--- src/rtl/cellguard_pkg.sv ---
// Shared types of the cell protection controller.
// Assumes: timer indices below are the order of the per-fault delay counters.
package cellguard_pkg;

    typedef enum logic [1:0] {
        M_NORMAL = 2'd0,
        M_OVCHG  = 2'd1,
        M_OVDIS  = 2'd2,
        M_COC    = 2'd3
    } mode_e;

    localparam int NTMR    = 6;
    localparam int TI_OVD  = 0;  // over-charge detect
    localparam int TI_OVR  = 1;  // over-charge release
    localparam int TI_UVD  = 2;  // over-discharge detect
    localparam int TI_UVR  = 3;  // over-discharge release
    localparam int TI_COCD = 4;  // charge over-current detect
    localparam int TI_COCR = 5;  // charge over-current release

endpackage

--- src/rtl/cellguard_delay.sv ---
// Qualified delay counter: counts ticks while its condition holds and flags
// expiry once LIMIT ticks have been seen.
// Assumes: LIMIT >= 1; the condition is already gated by the owning mode.
module cellguard_delay #(
    parameter int unsigned LIMIT = 16
) (
    input  logic clk,
    input  logic rst_n,
    input  logic tick,
    input  logic qual,
    output logic expired
);
    localparam int W = $clog2(LIMIT + 1);
    localparam logic [W-1:0] LIM = W'(LIMIT);

    logic [W-1:0] cnt_q;

    // Count qualifying ticks, saturate at the limit, clear when the condition drops.
    always_ff @(posedge clk) begin
        if (!rst_n) begin
            cnt_q <= '0;
        end else if (!qual) begin
            cnt_q <= '0;
        end else if (tick && (cnt_q != LIM)) begin
            cnt_q <= cnt_q + W'(1);
        end
    end

    // Expiry is only meaningful while the condition still holds.
    assign expired = qual && (cnt_q == LIM);

    p_no_overflow_r9: assert property (@(posedge clk) disable iff (!rst_n)
        cnt_q <= LIM);
    p_restart_r9: assert property (@(posedge clk) disable iff (!rst_n)
        !qual |=> (cnt_q == '0));

endmodule

--- src/rtl/cellguard_seq.sv ---
// Mode sequencer: builds the per-timer qualifying conditions from the mode
// and the comparator flags, moves between modes on timer expiry and
// decodes the switch enables.
// Assumes: expiry flags come from counters fed by the qual vector.
module cellguard_seq
    import cellguard_pkg::*;
(
    input  logic            clk,
    input  logic            rst_n,
    input  logic            chgr_present,
    input  logic            ov_det,
    input  logic            ov_rel,
    input  logic            uv_det,
    input  logic            uv_rel,
    input  logic            zv_low,
    input  logic            coc_det,
    input  logic            coc_rel,
    input  logic [NTMR-1:0] done,
    output logic [NTMR-1:0] qual,
    output logic            chg_on,
    output logic            dchg_on,
    output logic            shutdown,
    output logic            cs_pullup
);
    mode_e mode_q, mode_d;

    // Qualifying conditions; each timer only runs in the mode that uses it.
    always_comb begin
        qual          = '0;
        qual[TI_OVD]  = (mode_q == M_NORMAL) && ov_det;
        qual[TI_UVD]  = (mode_q == M_NORMAL) && uv_det;
        qual[TI_COCD] = (mode_q == M_NORMAL) && coc_det;
        qual[TI_OVR]  = (mode_q == M_OVCHG) && !chgr_present && ov_rel;
        qual[TI_UVR]  = (mode_q == M_OVDIS) && chgr_present && uv_rel;
        qual[TI_COCR] = (mode_q == M_COC) && !chgr_present && coc_rel;
    end

    // Next mode: over-discharge outranks over-charge, which outranks over-current.
    always_comb begin
        mode_d = mode_q;
        unique case (mode_q)
            M_NORMAL: begin
                if (done[TI_UVD])       mode_d = M_OVDIS;
                else if (done[TI_OVD])  mode_d = M_OVCHG;
                else if (done[TI_COCD]) mode_d = M_COC;
            end
            M_OVCHG: if (done[TI_OVR])  mode_d = M_NORMAL;
            M_OVDIS: if (done[TI_UVR])  mode_d = M_NORMAL;
            M_COC:   if (done[TI_COCR]) mode_d = M_NORMAL;
            default: mode_d = M_NORMAL;
        endcase
    end

    // Mode register.
    always_ff @(posedge clk) begin
        if (!rst_n) mode_q <= M_NORMAL;
        else        mode_q <= mode_d;
    end

    // Output decode; charging stays allowed in over-discharge so the cell can recover.
    always_comb begin
        chg_on    = !zv_low && ((mode_q == M_NORMAL) || (mode_q == M_OVDIS));
        dchg_on   = (mode_q != M_OVDIS);
        shutdown  = (mode_q == M_OVDIS) && !chgr_present;
        cs_pullup = shutdown;
    end

    p_ov_trip_r2: assert property (@(posedge clk) disable iff (!rst_n)
        (mode_q == M_NORMAL && done[TI_OVD] && !done[TI_UVD]) |=> !chg_on);
    p_ov_exit_r3: assert property (@(posedge clk) disable iff (!rst_n)
        ($past(mode_q) == M_OVCHG && mode_q == M_NORMAL) |-> $past(!chgr_present));
    p_uv_trip_r4: assert property (@(posedge clk) disable iff (!rst_n)
        (mode_q == M_NORMAL && done[TI_UVD]) |=> !dchg_on);
    p_shutdown_r5: assert property (@(posedge clk) disable iff (!rst_n)
        shutdown |-> (!dchg_on && cs_pullup && !chgr_present));
    p_coc_masked_r6: assert property (@(posedge clk) disable iff (!rst_n)
        (mode_q == M_OVDIS) |=> (mode_q != M_COC));
    p_coc_exit_r7: assert property (@(posedge clk) disable iff (!rst_n)
        ($past(mode_q) == M_COC && mode_q == M_NORMAL) |-> $past(!chgr_present));
    p_zero_volt_r8: assert property (@(posedge clk) disable iff (!rst_n)
        zv_low |-> !chg_on);

endmodule

--- src/rtl/cellguard_ctrl.sv ---
// Top of the single-cell protection controller: one qualified delay counter
// per fault detection and release, driven by the mode sequencer.
// Assumes: comparator flags are already synchronous to clk; tick is one cycle wide.
module cellguard_ctrl
    import cellguard_pkg::*;
#(
    parameter int unsigned T_OV_DET  = 1000,
    parameter int unsigned T_OV_REL  = 16,
    parameter int unsigned T_UV_DET  = 20,
    parameter int unsigned T_UV_REL  = 1,
    parameter int unsigned T_COC_DET = 16,
    parameter int unsigned T_COC_REL = 4
) (
    input  logic clk,
    input  logic rst_n,
    input  logic tick,
    input  logic chgr_present,
    input  logic ov_det,
    input  logic ov_rel,
    input  logic uv_det,
    input  logic uv_rel,
    input  logic zv_low,
    input  logic coc_det,
    input  logic coc_rel,
    output logic chg_on,
    output logic dchg_on,
    output logic shutdown,
    output logic cs_pullup
);
    localparam int unsigned LIM_A [NTMR] =
        '{T_OV_DET, T_OV_REL, T_UV_DET, T_UV_REL, T_COC_DET, T_COC_REL};

    logic [NTMR-1:0] qual;
    logic [NTMR-1:0] done;

    cellguard_seq u_seq (
        .clk          (clk),
        .rst_n        (rst_n),
        .chgr_present (chgr_present),
        .ov_det       (ov_det),
        .ov_rel       (ov_rel),
        .uv_det       (uv_det),
        .uv_rel       (uv_rel),
        .zv_low       (zv_low),
        .coc_det      (coc_det),
        .coc_rel      (coc_rel),
        .done         (done),
        .qual         (qual),
        .chg_on       (chg_on),
        .dchg_on      (dchg_on),
        .shutdown     (shutdown),
        .cs_pullup    (cs_pullup)
    );

    // One delay counter per detection and release condition.
    for (genvar g = 0; g < NTMR; g++) begin : g_tmr
        cellguard_delay #(.LIMIT(LIM_A[g])) u_dly (
            .clk     (clk),
            .rst_n   (rst_n),
            .tick    (tick),
            .qual    (qual[g]),
            .expired (done[g])
        );
    end

endmodule

--- config.mk ---
export PLATFORM = sky130hd
export DESIGN_NAME = cellguard_ctrl
export DESIGN_NICKNAME = d
export VERILOG_FILES = /design/src/rtl/cellguard_pkg.sv /design/src/rtl/cellguard_delay.sv /design/src/rtl/cellguard_seq.sv /design/src/rtl/cellguard_ctrl.sv
export SDC_FILE = /design/constraint.sdc
export NUM_CORES = 1
export LEC_CHECK = 0
export ABC_AREA = 1
export BUFFER_PORTS_ARGS = -buffer_cell sky130_fd_sc_hd__buf_2
export CORE_MARGIN = 2
export CORE_UTILIZATION = 56
export DETAILED_ROUTE_END_ITERATION = 8
export PLACE_DENSITY = 0.78
export SLEW_MARGIN = 10
export SYNTH_ARGS = -nofsm -noshare
export SYNTH_HDL_FRONTEND = slang
export SYNTH_HIERARCHICAL = 1
export SYNTH_SLANG_ARGS = --single-unit
--- constraint.sdc ---
create_clock -name clk -period 4.3 [get_ports clk]
set_input_delay 0.86 -clock clk [delete_from_list [all_inputs] [get_ports clk]]
set_output_delay 0.86 -clock clk [all_outputs]
set_load 0.01 [all_outputs]
==> key figures <==
Logic synthesis
  – Synth warn: 6
  – Post-Syn Instances: between 300 and 400
  – Post-synthesis sequential area ratio: between 30 and 40%
  – Syn_nets: roughly 320
  – Distinct cells, synth: 23
  – Netlist Area Pre-Place: between 0.0015 and 0.002 mm²
  – Mean post-synth cell area: around 6.4 µm²
  – Flops & latches, synth: 31

Floorplanning
  – Die Y: approximately 63 µm
  – # IOs: 15
  – FP Rows: 21
  – Core area: 0.00331 mm²
  – Die width: roughly 63 µm
  – Die area: 0.00391 mm²
  – Starting density of the core: 58.0%

Power and ir drop
  – VDD IR max: 175 µV
  – Final Power: between 0.6 and 0.7 mW
  – Pint: 0.431 mW
  – Switching part of the total: 33.8%
  – Clk pwr share: a little over a quarter
  – P_leak: ~0.90 nW
  – Power Density: between 300 and 400 mW/mm²
  – Psw: between 0.2 and 0.25 mW
  – Comb pwr share: approximately a quarter
  – Seq pwr share: between 40% and 50%

CTS
  – CTS tree: done
  – Clock sinks: 31
  – Skew-Pair Late Insertion Delay: roughly 0.34 ns
  – Post-CTS setup buffer count: 0
  – H-Tree Depth: 2
  – CTS Hold Bufs: 0
  – CTS buffer count: 5
  – Clock-pin slew on the worst setup and hold paths: ~0.090 ns
  – CTS max path bufs: 2
  – Post_cts resized: 0
  – Clock Tree Root: clkbuf_4

Timing
  – Hold Slack: about 0.48 ns
  – Final hold viol count: 0
  – Fmax: 469 MHz
  – Count of pins over their slew limit: 0
  – Least-Margin Pin Slew: between 0.6 and 0.7 ns
  – Unrepaired setup endpoints after global routing: no
  – Max transition margin: 60.0%
  – Setup tns final: 0 ns
  – Final period util: roughly half
  – Clock skew: about 0.013 ns
  – Endpoints failing setup: 0
  – Clock period minus worst slack: 2.13 ns

Global routing
  – Pin count of the biggest net entering global routing: 33
  – Vias in the first global route: around 1600
  – Global Route Usage Sum: between 20% and 30%
  – Antenna violations before repair: 0
  – Remaining global-route overflow: 0
  – First-pass GRT wire length: 6400 µm

Placed design
  – Gpl congestion: slightly above 0.8
  – IO buf count: 14
  – Final HPWL DP: 2550 µm

Worst hold path
  – Worst hold-check path type: reg2reg

Setup path
  – Kind of critical path: in2out
  – Worst Setup End Kind: output port
  – Worst-path maximum fanout: 4
  – Crit path launch type: input pin
  – Data required, critical path: between 3 and 4 ns
  – Worst EP arrival: 1.27 ns

Status
  – Outcome: finished clean

Drt
  – Vias: roughly 1800
  – Routed vias/inst: approximately 4.8
  – WL/cell: around 9.4 µm
  – Detailed Route Iter0 Violations: between 70 and 80
  – DR DRC count: 0
  – WL final: around 3500 µm
  – DRT antenna net count: 0
  – Drt pass-1 iters: 4

Cells and area
  – Share of cells above drive strength 1: approximately 14%
  – Fillers: roughly 330
  – Area Overhead vs Synth: 9.19%
  – NumNets Final: 342
  – Final design utilization: 63.3%
  – Diodes inserted: 0

Job
  – Max Cap Viol: 0
## power by group through the flow
stage	logic [mW]	registers, mW	clock network (mW)
after CTS	0.156	0.320	0.183
after detailed placement	0.155	0.327	0
after global routing	0.184	0.324	0.192
after global placement	0.152	0.327	0
after floorplan	0.119	0.322	0
final	0.155	0.321	0.175
## cells by family (layout without fill, tap and decap cells)
kind of cell,count (synthesis),in the layout,synth area share [%]
simple gates,174,174,40.7
buf+inv,55,75,10.9
flops,31,31,32.3
compound gates,26,26,7.30
fa+ha+maj,10,10,6.51
xor+xnor,5,5,2.28
## synthesized netlist by cell type (all sizes together)
library cell	instances	area share [%]
nor3	4	1.3
inv	54	11
a21oi	22	6.1
xor2	5	2.3
buf	1	0.39
o21ai	3	0.78
ha	10	6.5
nor2	64	14
nand4	3	0.98
o211ai	1	0.39
nand2	79	17
dfxtp	31	32
nand3	23	6.9
nor3b	1	0.39
## metal layers
| layer | part of all wire [%] | track usage [%] | vias up |
|---|---|---|---|
| met2 | 45 | 34.0 | 21 |
| met4 | 2.1 | 9.44 | 0 |
| met5 | 0 | 0 | - |
| met1 | 49 | 24.5 | 766 |
| met3 | 3.5 | 5.95 | 6 |
| li1 | - | - | 963 |
## layout make-up
type	count	area [µm²]	share of cell area, %
multi-input cells	215	1090	52.0
flip-flops and latches	31	621	29.6
inverters	54	203	9.67
repair buffers	14	70.1	3.34
well taps	46	57.6	2.74
clock buffers	6	51.3	2.45
clock inverters	1	5.00	0.239
## per-stage QoR
| stage | std cells | instance area (µm²) | setup slack, ns |
|---|---|---|---|
| 2_1_floorplan | 301 | 1920 | 2.21 |
| 3_3_place_gp | 360 | 2040 | 2.18 |
| 3_5_place_dp | 360 | 2040 | 2.17 |
| 4_1_cts | 367 | 2100 | 2.17 |
| 5_1_grt | 367 | 2100 | 2.12 |
| 6_report | 367 | 2100 | 2.17 |
## final timing paths
path | slack, ns | startpoint | to | depth (start not counted)
worst max-delay path | 2.17 | chgr_present | cs_pullup | 3
worst min-delay path | 0.48 | g_tmr[3].u_dly/cnt_q$_SDFFE_PN0P_ | g_tmr[3].u_dly/cnt_q$_SDFFE_PN0P_ | 2
worst max register to register | 2.68 | g_tmr[0].u_dly/cnt_q[0]$_SDFFE_PN0P_ | u_seq/mode_q[1]$_SDFFE_PN0P_ | 12
worst min register to register | 0.48 | g_tmr[3].u_dly/cnt_q$_SDFFE_PN0P_ | g_tmr[3].u_dly/cnt_q$_SDFFE_PN0P_ | 2
## critical path, cell delays in order
cell and delay, ns:
buf_2 0.12, nor2_1 0.14, buf_2 0.15
## flip-flops by register name (all words and copies together) (netlist names)
name,flops
g_tmr.u_dly/cnt_q,29
u_seq/mode_q,2
## cell usage in the layout, fill, tap and decap left out, drive strengths merged
master	count
a21oi	22
buf	14
clkbuf	6
clkinv	1
dfxtp	31
ha	10
inv	54
nand2	79
nand3	23
nand4	3
nor2	64
nor3	4
nor3b	1
o211ai	1
o21ai	3
xor2	5
No activity file was read; power rests on OpenSTA's default activity.
